<file path="src/rtl/cc_pkg.sv">
`timescale 1ns/1ps
// Package cc_pkg: geometry constants in normalized units (25 um per column
// unit, 5 um per row unit) shared by the centroid unit modules.
package cc_pkg;
    localparam int STD_SPAN  = 16;  // normal column pixel, 400 um
    localparam int EDGE_SPAN = 24;  // chip-edge column pixel, 600 um
    localparam int ROW_SPAN  = 10;  // row pixel, 50 um
endpackage

</file>
<file path="src/rtl/cc_extent_track.sv">
`timescale 1ns/1ps
// Module cc_extent_track: keeps the smallest and largest signed offset seen
// on one axis during a cluster. The outputs always include offset zero (the
// reference pixel). Assumes hit_en and clr are never high together.
module cc_extent_track #(
    parameter int W = 8
) (
    input  logic                clk,
    input  logic                rst_n,
    input  logic                hit_en,
    input  logic                clr,
    input  logic signed [W-1:0] val,
    output logic signed [W-1:0] lo,
    output logic signed [W-1:0] hi
);
    localparam logic signed [W-1:0] POS_TOP = {1'b0, {(W-1){1'b1}}};
    localparam logic signed [W-1:0] NEG_TOP = {1'b1, {(W-1){1'b0}}};

    logic signed [W-1:0] mn;
    logic signed [W-1:0] mx;

    // Extreme registers: cleared by reset or cluster end, widened by hits.
    always_ff @(posedge clk) begin
        if (!rst_n || clr) begin
            mn <= POS_TOP;
            mx <= NEG_TOP;
        end else if (hit_en) begin
            if (val < mn) mn <= val;
            if (val > mx) mx <= val;
        end
    end

    // Fold in the reference pixel at offset zero.
    always_comb begin
        lo = (mn < 0) ? mn : '0;
        hi = (mx > 0) ? mx : '0;
    end

    AST_EXTENT_ORDER: assert property (@(posedge clk) disable iff (!rst_n) lo <= hi);
    AST_CLEAR_EMPTY: assert property (@(posedge clk) disable iff (!rst_n) clr |=> (lo == 0 && hi == 0));
endmodule

</file>
<file path="src/rtl/cc_col_map.sv">
`timescale 1ns/1ps
// Module cc_col_map: maps an absolute column index to its pixel-centre
// position in normalized units. The first and last column of each chip are
// wide; the rest are standard. Assumes OUT_W can hold the whole module span.
module cc_col_map #(
    parameter int COL_W       = 8,
    parameter int COLS_PER_FE = 18,
    parameter int OUT_W       = 12
) (
    input  logic [COL_W-1:0] idx,
    output logic [OUT_W-1:0] centre
);
    localparam int CHIP_SPAN = 2 * cc_pkg::EDGE_SPAN + (COLS_PER_FE - 2) * cc_pkg::STD_SPAN;

    logic [COL_W-1:0] chip;
    logic [COL_W-1:0] pos;
    logic             wide_px;
    logic [OUT_W-1:0] start;

    // Chip base plus in-chip offset, then half the pixel width.
    always_comb begin
        chip    = idx / COL_W'(COLS_PER_FE);
        pos     = idx % COL_W'(COLS_PER_FE);
        wide_px = (pos == '0) || (pos == COL_W'(COLS_PER_FE - 1));
        start   = OUT_W'(chip) * OUT_W'(CHIP_SPAN);
        if (pos != '0)
            start = start + OUT_W'(cc_pkg::EDGE_SPAN) + OUT_W'(pos - 1'b1) * OUT_W'(cc_pkg::STD_SPAN);
        centre  = start + (wide_px ? OUT_W'(cc_pkg::EDGE_SPAN / 2) : OUT_W'(cc_pkg::STD_SPAN / 2));
    end
endmodule

</file>
<file path="src/rtl/cc_out_reg.sv">
`timescale 1ns/1ps
// Module cc_out_reg: single-entry holding register for the summary word with
// a valid/ready output. Assumes load is raised only when the slot is free or
// is being emptied in the same cycle.
module cc_out_reg #(
    parameter int CC_W = 12,
    parameter int CR_W = 12,
    parameter int SC_W = 9,
    parameter int SR_W = 10
) (
    input  logic            clk,
    input  logic            rst_n,
    input  logic            load,
    input  logic [CC_W-1:0] d_ctr_col,
    input  logic [CR_W-1:0] d_ctr_row,
    input  logic [SC_W-1:0] d_size_col,
    input  logic [SR_W-1:0] d_size_row,
    input  logic            out_ready,
    output logic            out_valid,
    output logic [CC_W-1:0] q_ctr_col,
    output logic [CR_W-1:0] q_ctr_row,
    output logic [SC_W-1:0] q_size_col,
    output logic [SR_W-1:0] q_size_row
);
    // Valid flag: set by a load, cleared when the consumer takes the word.
    always_ff @(posedge clk) begin
        if (!rst_n)                      out_valid <= 1'b0;
        else if (load)                   out_valid <= 1'b1;
        else if (out_valid && out_ready) out_valid <= 1'b0;
    end

    // Payload: captured on load only.
    always_ff @(posedge clk) begin
        if (!rst_n) begin
            q_ctr_col  <= '0;
            q_ctr_row  <= '0;
            q_size_col <= '0;
            q_size_row <= '0;
        end else if (load) begin
            q_ctr_col  <= d_ctr_col;
            q_ctr_row  <= d_ctr_row;
            q_size_col <= d_size_col;
            q_size_row <= d_size_row;
        end
    end

    AST_HOLD_STABLE: assert property (@(posedge clk) disable iff (!rst_n) (out_valid && !out_ready) |=> (out_valid && $stable(q_ctr_col) && $stable(q_ctr_row) && $stable(q_size_col) && $stable(q_size_row)));
    AST_LOAD_FREE: assert property (@(posedge clk) disable iff (!rst_n) load |-> (!out_valid || out_ready));
endmodule

</file>
<file path="src/rtl/cc_centroid_unit.sv">
`timescale 1ns/1ps
// Module cc_centroid_unit: collapses one cluster (offset hits then a closing
// word with the absolute reference) into one word holding the bounding-box
// centre in normalized units and the extent in pixels. Assumes the offsets
// plus the reference stay inside the module.
module cc_centroid_unit #(
    parameter int  NUM_COLS    = 144,
    parameter int  NUM_ROWS    = 328,
    parameter int  COLS_PER_FE = 18,
    localparam int COL_W       = $clog2(NUM_COLS),
    localparam int ROW_W       = $clog2(NUM_ROWS),
    localparam int CHIP_SPAN   = 2 * cc_pkg::EDGE_SPAN + (COLS_PER_FE - 2) * cc_pkg::STD_SPAN,
    localparam int NC_W        = $clog2((NUM_COLS / COLS_PER_FE) * CHIP_SPAN + 1),
    localparam int NR_W        = $clog2(NUM_ROWS * cc_pkg::ROW_SPAN + 1)
) (
    input  logic             clk,
    input  logic             rst_n,
    input  logic             in_valid,
    output logic             in_ready,
    input  logic             in_last,
    input  logic [COL_W-1:0] in_col,
    input  logic [ROW_W-1:0] in_row,
    output logic             out_valid,
    input  logic             out_ready,
    output logic [NC_W-1:0]  out_ctr_col,
    output logic [NR_W-1:0]  out_ctr_row,
    output logic [COL_W:0]   out_size_col,
    output logic [ROW_W:0]   out_size_row
);
    logic hit_fire;
    logic end_fire;
    logic signed [COL_W-1:0] lo_col, hi_col;
    logic signed [ROW_W-1:0] lo_row, hi_row;
    logic [COL_W-1:0] abs_col [2];
    logic [ROW_W-1:0] abs_row [2];
    logic [NC_W-1:0]  cen_col [2];
    logic [NR_W-1:0]  cen_row [2];
    logic [NC_W:0]    sum_col;
    logic [NR_W:0]    sum_row;
    logic [NC_W-1:0]  d_ctr_col;
    logic [NR_W-1:0]  d_ctr_row;
    logic [COL_W:0]   d_size_col;
    logic [ROW_W:0]   d_size_row;

    // Input handshake: stall only while a finished word waits.
    always_comb begin
        in_ready = !out_valid || out_ready;
        hit_fire = in_valid && in_ready && !in_last;
        end_fire = in_valid && in_ready && in_last;
    end

    cc_extent_track #(.W(COL_W)) u_ext_col (
        .clk(clk), .rst_n(rst_n), .hit_en(hit_fire), .clr(end_fire),
        .val($signed(in_col)), .lo(lo_col), .hi(hi_col)
    );

    cc_extent_track #(.W(ROW_W)) u_ext_row (
        .clk(clk), .rst_n(rst_n), .hit_en(hit_fire), .clr(end_fire),
        .val($signed(in_row)), .lo(lo_row), .hi(hi_row)
    );

    // Absolute extremes: reference plus offset (0 = low edge, 1 = high edge).
    always_comb begin
        abs_col[0] = in_col + $unsigned(lo_col);
        abs_col[1] = in_col + $unsigned(hi_col);
        abs_row[0] = in_row + $unsigned(lo_row);
        abs_row[1] = in_row + $unsigned(hi_row);
    end

    // One pixel-centre mapper per box edge, on each axis.
    for (genvar g = 0; g < 2; g++) begin : g_edge
        cc_col_map #(.COL_W(COL_W), .COLS_PER_FE(COLS_PER_FE), .OUT_W(NC_W)) u_col_map (
            .idx(abs_col[g]), .centre(cen_col[g])
        );
        assign cen_row[g] = NR_W'(abs_row[g]) * NR_W'(cc_pkg::ROW_SPAN) + NR_W'(cc_pkg::ROW_SPAN / 2);
    end

    // Centroid as the mean of edge centres; extent as index span plus one.
    always_comb begin
        sum_col    = {1'b0, cen_col[0]} + {1'b0, cen_col[1]};
        sum_row    = {1'b0, cen_row[0]} + {1'b0, cen_row[1]};
        d_ctr_col  = sum_col[NC_W:1];
        d_ctr_row  = sum_row[NR_W:1];
        d_size_col = {1'b0, abs_col[1]} - {1'b0, abs_col[0]} + 1'b1;
        d_size_row = {1'b0, abs_row[1]} - {1'b0, abs_row[0]} + 1'b1;
    end

    cc_out_reg #(.CC_W(NC_W), .CR_W(NR_W), .SC_W(COL_W + 1), .SR_W(ROW_W + 1)) u_out (
        .clk(clk), .rst_n(rst_n), .load(end_fire),
        .d_ctr_col(d_ctr_col), .d_ctr_row(d_ctr_row),
        .d_size_col(d_size_col), .d_size_row(d_size_row),
        .out_ready(out_ready), .out_valid(out_valid),
        .q_ctr_col(out_ctr_col), .q_ctr_row(out_ctr_row),
        .q_size_col(out_size_col), .q_size_row(out_size_row)
    );

    AST_END_GIVES_WORD: assert property (@(posedge clk) disable iff (!rst_n) end_fire |=> out_valid);
    AST_HIT_SILENT: assert property (@(posedge clk) disable iff (!rst_n) (hit_fire && !out_valid) |=> !out_valid);
    AST_ROW_GRID: assert property (@(posedge clk) disable iff (!rst_n) out_valid |-> ((out_ctr_row % NR_W'(cc_pkg::ROW_SPAN / 2)) == '0));
    AST_SIZE_POS: assert property (@(posedge clk) disable iff (!rst_n) out_valid |-> (out_size_col != '0 && out_size_row != '0));
endmodule

</file>
<file path="config.mk">
export PLATFORM = sky130hd
export DESIGN_NAME = cc_centroid_unit
export DESIGN_NICKNAME = d
export VERILOG_FILES = /design/src/rtl/cc_pkg.sv /design/src/rtl/cc_extent_track.sv /design/src/rtl/cc_col_map.sv /design/src/rtl/cc_out_reg.sv /design/src/rtl/cc_centroid_unit.sv
export SDC_FILE = /design/constraint.sdc
export NUM_CORES = 1
export LEC_CHECK = 0
export ABC_CLOCK_PERIOD_IN_PS = 10200
export BUFFER_PORTS_ARGS = -buffer_cell sky130_fd_sc_hd__buf_4
export CAP_MARGIN = 20
export CORE_MARGIN = 3
export CORE_UTILIZATION = 38
export CTS_BUF_LIST = sky130_fd_sc_hd__clkbuf_2
export DETAILED_ROUTE_END_ITERATION = 8
export SLEW_MARGIN = 0
export SYNTH_ARGS = -nofsm -noshare
export SYNTH_HDL_FRONTEND = slang
export SYNTH_SLANG_ARGS = --single-unit
</file>
<file path="constraint.sdc">
create_clock -name clk -period 10.2 [get_ports clk]
set_input_delay 1.53 -clock clk [delete_from_list [all_inputs] [get_ports clk]]
set_output_delay 1.53 -clock clk [all_outputs]
set_load 0.02 [all_outputs]
</file>
==> results.cfg <==
[yosys]
syn_inst = 1405
postSynthAreaPerCell_um2 = 8.01
ys_warn_count = 0
syn_nets = 1647
seq_area_frac_synth = 0.135
ys_ff_latch = 76
ys.flop_type = dfxtp_1
synthDistinctLibCells = 103
synth_edf_count = 0
async_flop_share = 0
synthesis.area_um2 = 11300

[clock_network]
cts.root.buffer_cell = clkbuf_2
cts-buffers-inserted = 9
cts_htree_levels = 3
clk_pin_slew_worst_paths_ns = 0.21
post_cts_buffers = 0
cts_num_sinks = 76
postCtsHoldBufs = 0
cts_resized = 0
clock_path_buffers = 2
cts_tree = yes
clk_latency_ns = 0.62

[power_and_ir_drop]
intPower_uw = 1680
power_per_cell_area_nw_per_um2 = 273
p_comb_frac = 0.835
clockPowerShare = 0.059
power_uw = 3330
cellLeakagePower_uw = 0.00588
ir_drop_mv = 0.329
switching_share = 0.497
p_seq_frac = 0.106
switchingPower_uw = 1660

[route]
wirelength_um = 27500
drtIter0Drc = 495
post_drt_wl_per_cell_um = 14.9
ant_nets = 0
drc = 0
vias = 9860
via_per_inst = 5.36
dr.pass1.iters = 5

[sta]
worst_slack_ns = 1.47
rsz0062_at_grt = no
finalSetupViolations = 0
fin_skew_ns = 0.0534
slew_headroom = 0.419
tightestPinTransition_ns = 0.849
finalCritPeriodShare = 0.856
drv_slew = 0
fin_tns_setup_ns = 0
hold_viol_final = 0
maxClockFrequency_mhz = 115
period_needed_ns = 8.73

[setup_path]
crit_top_cell = ha_1
r2r-start = u_ext_col.mx[7]
worstSetupStartpoint = in_col[4]
max_stage_delay_ns = 0.53
worstPathRequired_ns = 10.70
r2r-end = u_out.q_ctr_col[10]
worstSetupPathType = in2reg
crit_fanout = 8
cpMaxStageDelayCell = fa_1
ff2ff_setup_slack_ns = 1.87
worstSetupEndpointType = flip-flop
cp.arrival_ns = 9.23
crit_end = u_out.q_ctr_col[10]
startpoint_type = input port
worst-r2r-cell-count = 34

[cells_and_area]
final_nets = 1690
syn_to_final_growth_pct = 8.45
n_fill_cell = 2931
postLayoutCellArea_um2 = 12200
final_cells = 1838
drive_gt1_frac = 0.101
register_area_um2 = 1520
multi_input_area_um2 = 8990

[place]
portBuffers = 65
post-place-ws_ns = 0.904
gp_congestion = 0.897
dp_cells = 1821
placed_cell_area_um2 = 12100
place_hpwl_um = 22200

[floorplan]
fp.coreArea_um2 = 28900
fp.dieArea_um2 = 31700
rows = 62
ios = 67
die_y_um = 178
chipWidth_um = 178
start_util = 0.389

[global_routing]
antenna_found_initial = 1
grt_pass1_wl_um = 46700
grt.total_usage = 0.177
grt_max_degree = 62
grt_pass1_vias = 9701
overflow = 0

[run]
maxCapViolCount = 0

[worst_hold_path]
hold_depth = 2
hp-class = reg2reg

[run_status]
status = finished clean
-- worst max-delay path, delay by kind of cell --
kind	cells	cell delay (ns)
adders and majority gates	8	2.31
xor gates and xnor gates	3	0.54
and+or+nand+nor	8	1.50
AOI/OAI and AO/OA	13	2.89
buffers and inverters	4	0.48
-- cell families after synthesis --
kind of cell | Yosys count | synth area share
flops | 76 | 0.135
simple gates | 400 | 0.180
mux | 38 | 0.0344
compound gates | 362 | 0.232
xor+xnor | 126 | 0.0981
other cells | 1 | 0.000333
fa+ha+maj | 220 | 0.254
buf+inv | 182 | 0.0660
-- flip-flops by register name (all words and copies together), names as in the netlist --
| name | cells |
|---|---|
| u_ext_col.mx | 8 |
| u_ext_row.mn | 9 |
| u_out.out_valid | 1 |
| u_out.q_size_row | 10 |
| u_ext_row.mx | 9 |
| u_ext_col.mn | 8 |
| u_out.q_ctr_col | 11 |
| u_out.q_size_col | 9 |
| u_out.q_ctr_row | 11 |
-- cell usage after synthesis (all sizes together), types with 5 or more instances --
library cell,number,area share
ha,206,0.23
inv,139,0.047
nand2,111,0.037
nor2,101,0.036
xnor2,97,0.075
a21oi,92,0.043
dfxtp,76,0.14
o21ai,69,0.031
mux2i,36,0.032
and2,34,0.019
o21bai,34,0.023
nand3,32,0.015
a21o,29,0.019
xor2,29,0.023
clkbuf,25,0.0083
nor2b,24,0.013
nor3,21,0.010
buf,15,0.0099
o211ai,15,0.010
fa,14,0.025
o21a,14,0.011
a21boi,13,0.0087
nand4,13,0.0072
nand2b,12,0.0067
a31oi,10,0.0074
and3,10,0.0060
a211oi,9,0.0096
o211a,9,0.0080
nor3b,8,0.0053
o31ai,8,0.0053
or3,8,0.0044
or2,7,0.0039
a2111oi,5,0.0062
o22ai,5,0.0028
o32a,5,0.0046
-- metrics by stage --
stage | util | hold WS, ns
2_1_floorplan | - | 0.445
3_3_place_gp | 0.417 | 0.458
3_5_place_dp | 0.417 | 0.461
4_1_cts | 0.422 | 0.486
5_1_grt | 0.422 | 0.512
6_report | 0.422 | 0.480
-- layout make-up --
class,instances,area share
multi-input combinational,1147,0.737
sequential,76,0.125
timing repair buffer,72,0.0443
tap,384,0.0394
antenna,1,0.000205
clock buffer,9,0.00369
clock inverter,7,0.00677
inverter,142,0.0441
-- layer usage --
metal	vias up	wire, um	track usage
li1	5048	-	-
met1	4616	12600	0.220
met2	170	13500	0.325
met3	26	881	0.0215
met4	0	417	0.0396
met5	-	0	0
-- power groups by stage --
stage / logic [uW] / clock network [uW] / registers (uW)
after floorplan: 2220 / 0 / 386
after global placement: 2750 / 0 / 358
after detailed placement: 2770 / 0 / 358
after CTS: 2790 / 210 / 352
after global routing: 3170 / 216 / 355
final: 2780 / 197 / 352
-- how the worst min path moves through the flow --
stage                                   from                  to  slack, ns
after floorplan              u_ext_row.mn[1]     u_ext_row.mn[1]       0.44
after global placement       u_ext_row.mn[4]     u_ext_row.mn[4]       0.46
after detailed placement  u_out.q_ctr_col[3]  u_out.q_ctr_col[3]       0.46
after CTS                 u_out.q_ctr_col[3]  u_out.q_ctr_col[3]       0.49
after global routing      u_out.q_ctr_col[3]  u_out.q_ctr_col[3]       0.51
final                     u_out.q_ctr_col[3]  u_out.q_ctr_col[3]       0.48
-- cells in the final DEF, fill, tap and decap left out, types with 30 or more instances in the layout --
| cell | n |
|---|---|
| and2_1 | 33 |
| nand2_1 | 110 |
| o21bai_1 | 34 |
| buf_4 | 72 |
| ha_1 | 206 |
| a21oi_1 | 88 |
| inv_1 | 131 |
| nand3_1 | 30 |
| nor2_1 | 96 |
| dfxtp_1 | 76 |
| xnor2_1 | 97 |
| o21ai_0 | 65 |
| mux2i_1 | 36 |
Power figures use the tool's default switching activity.
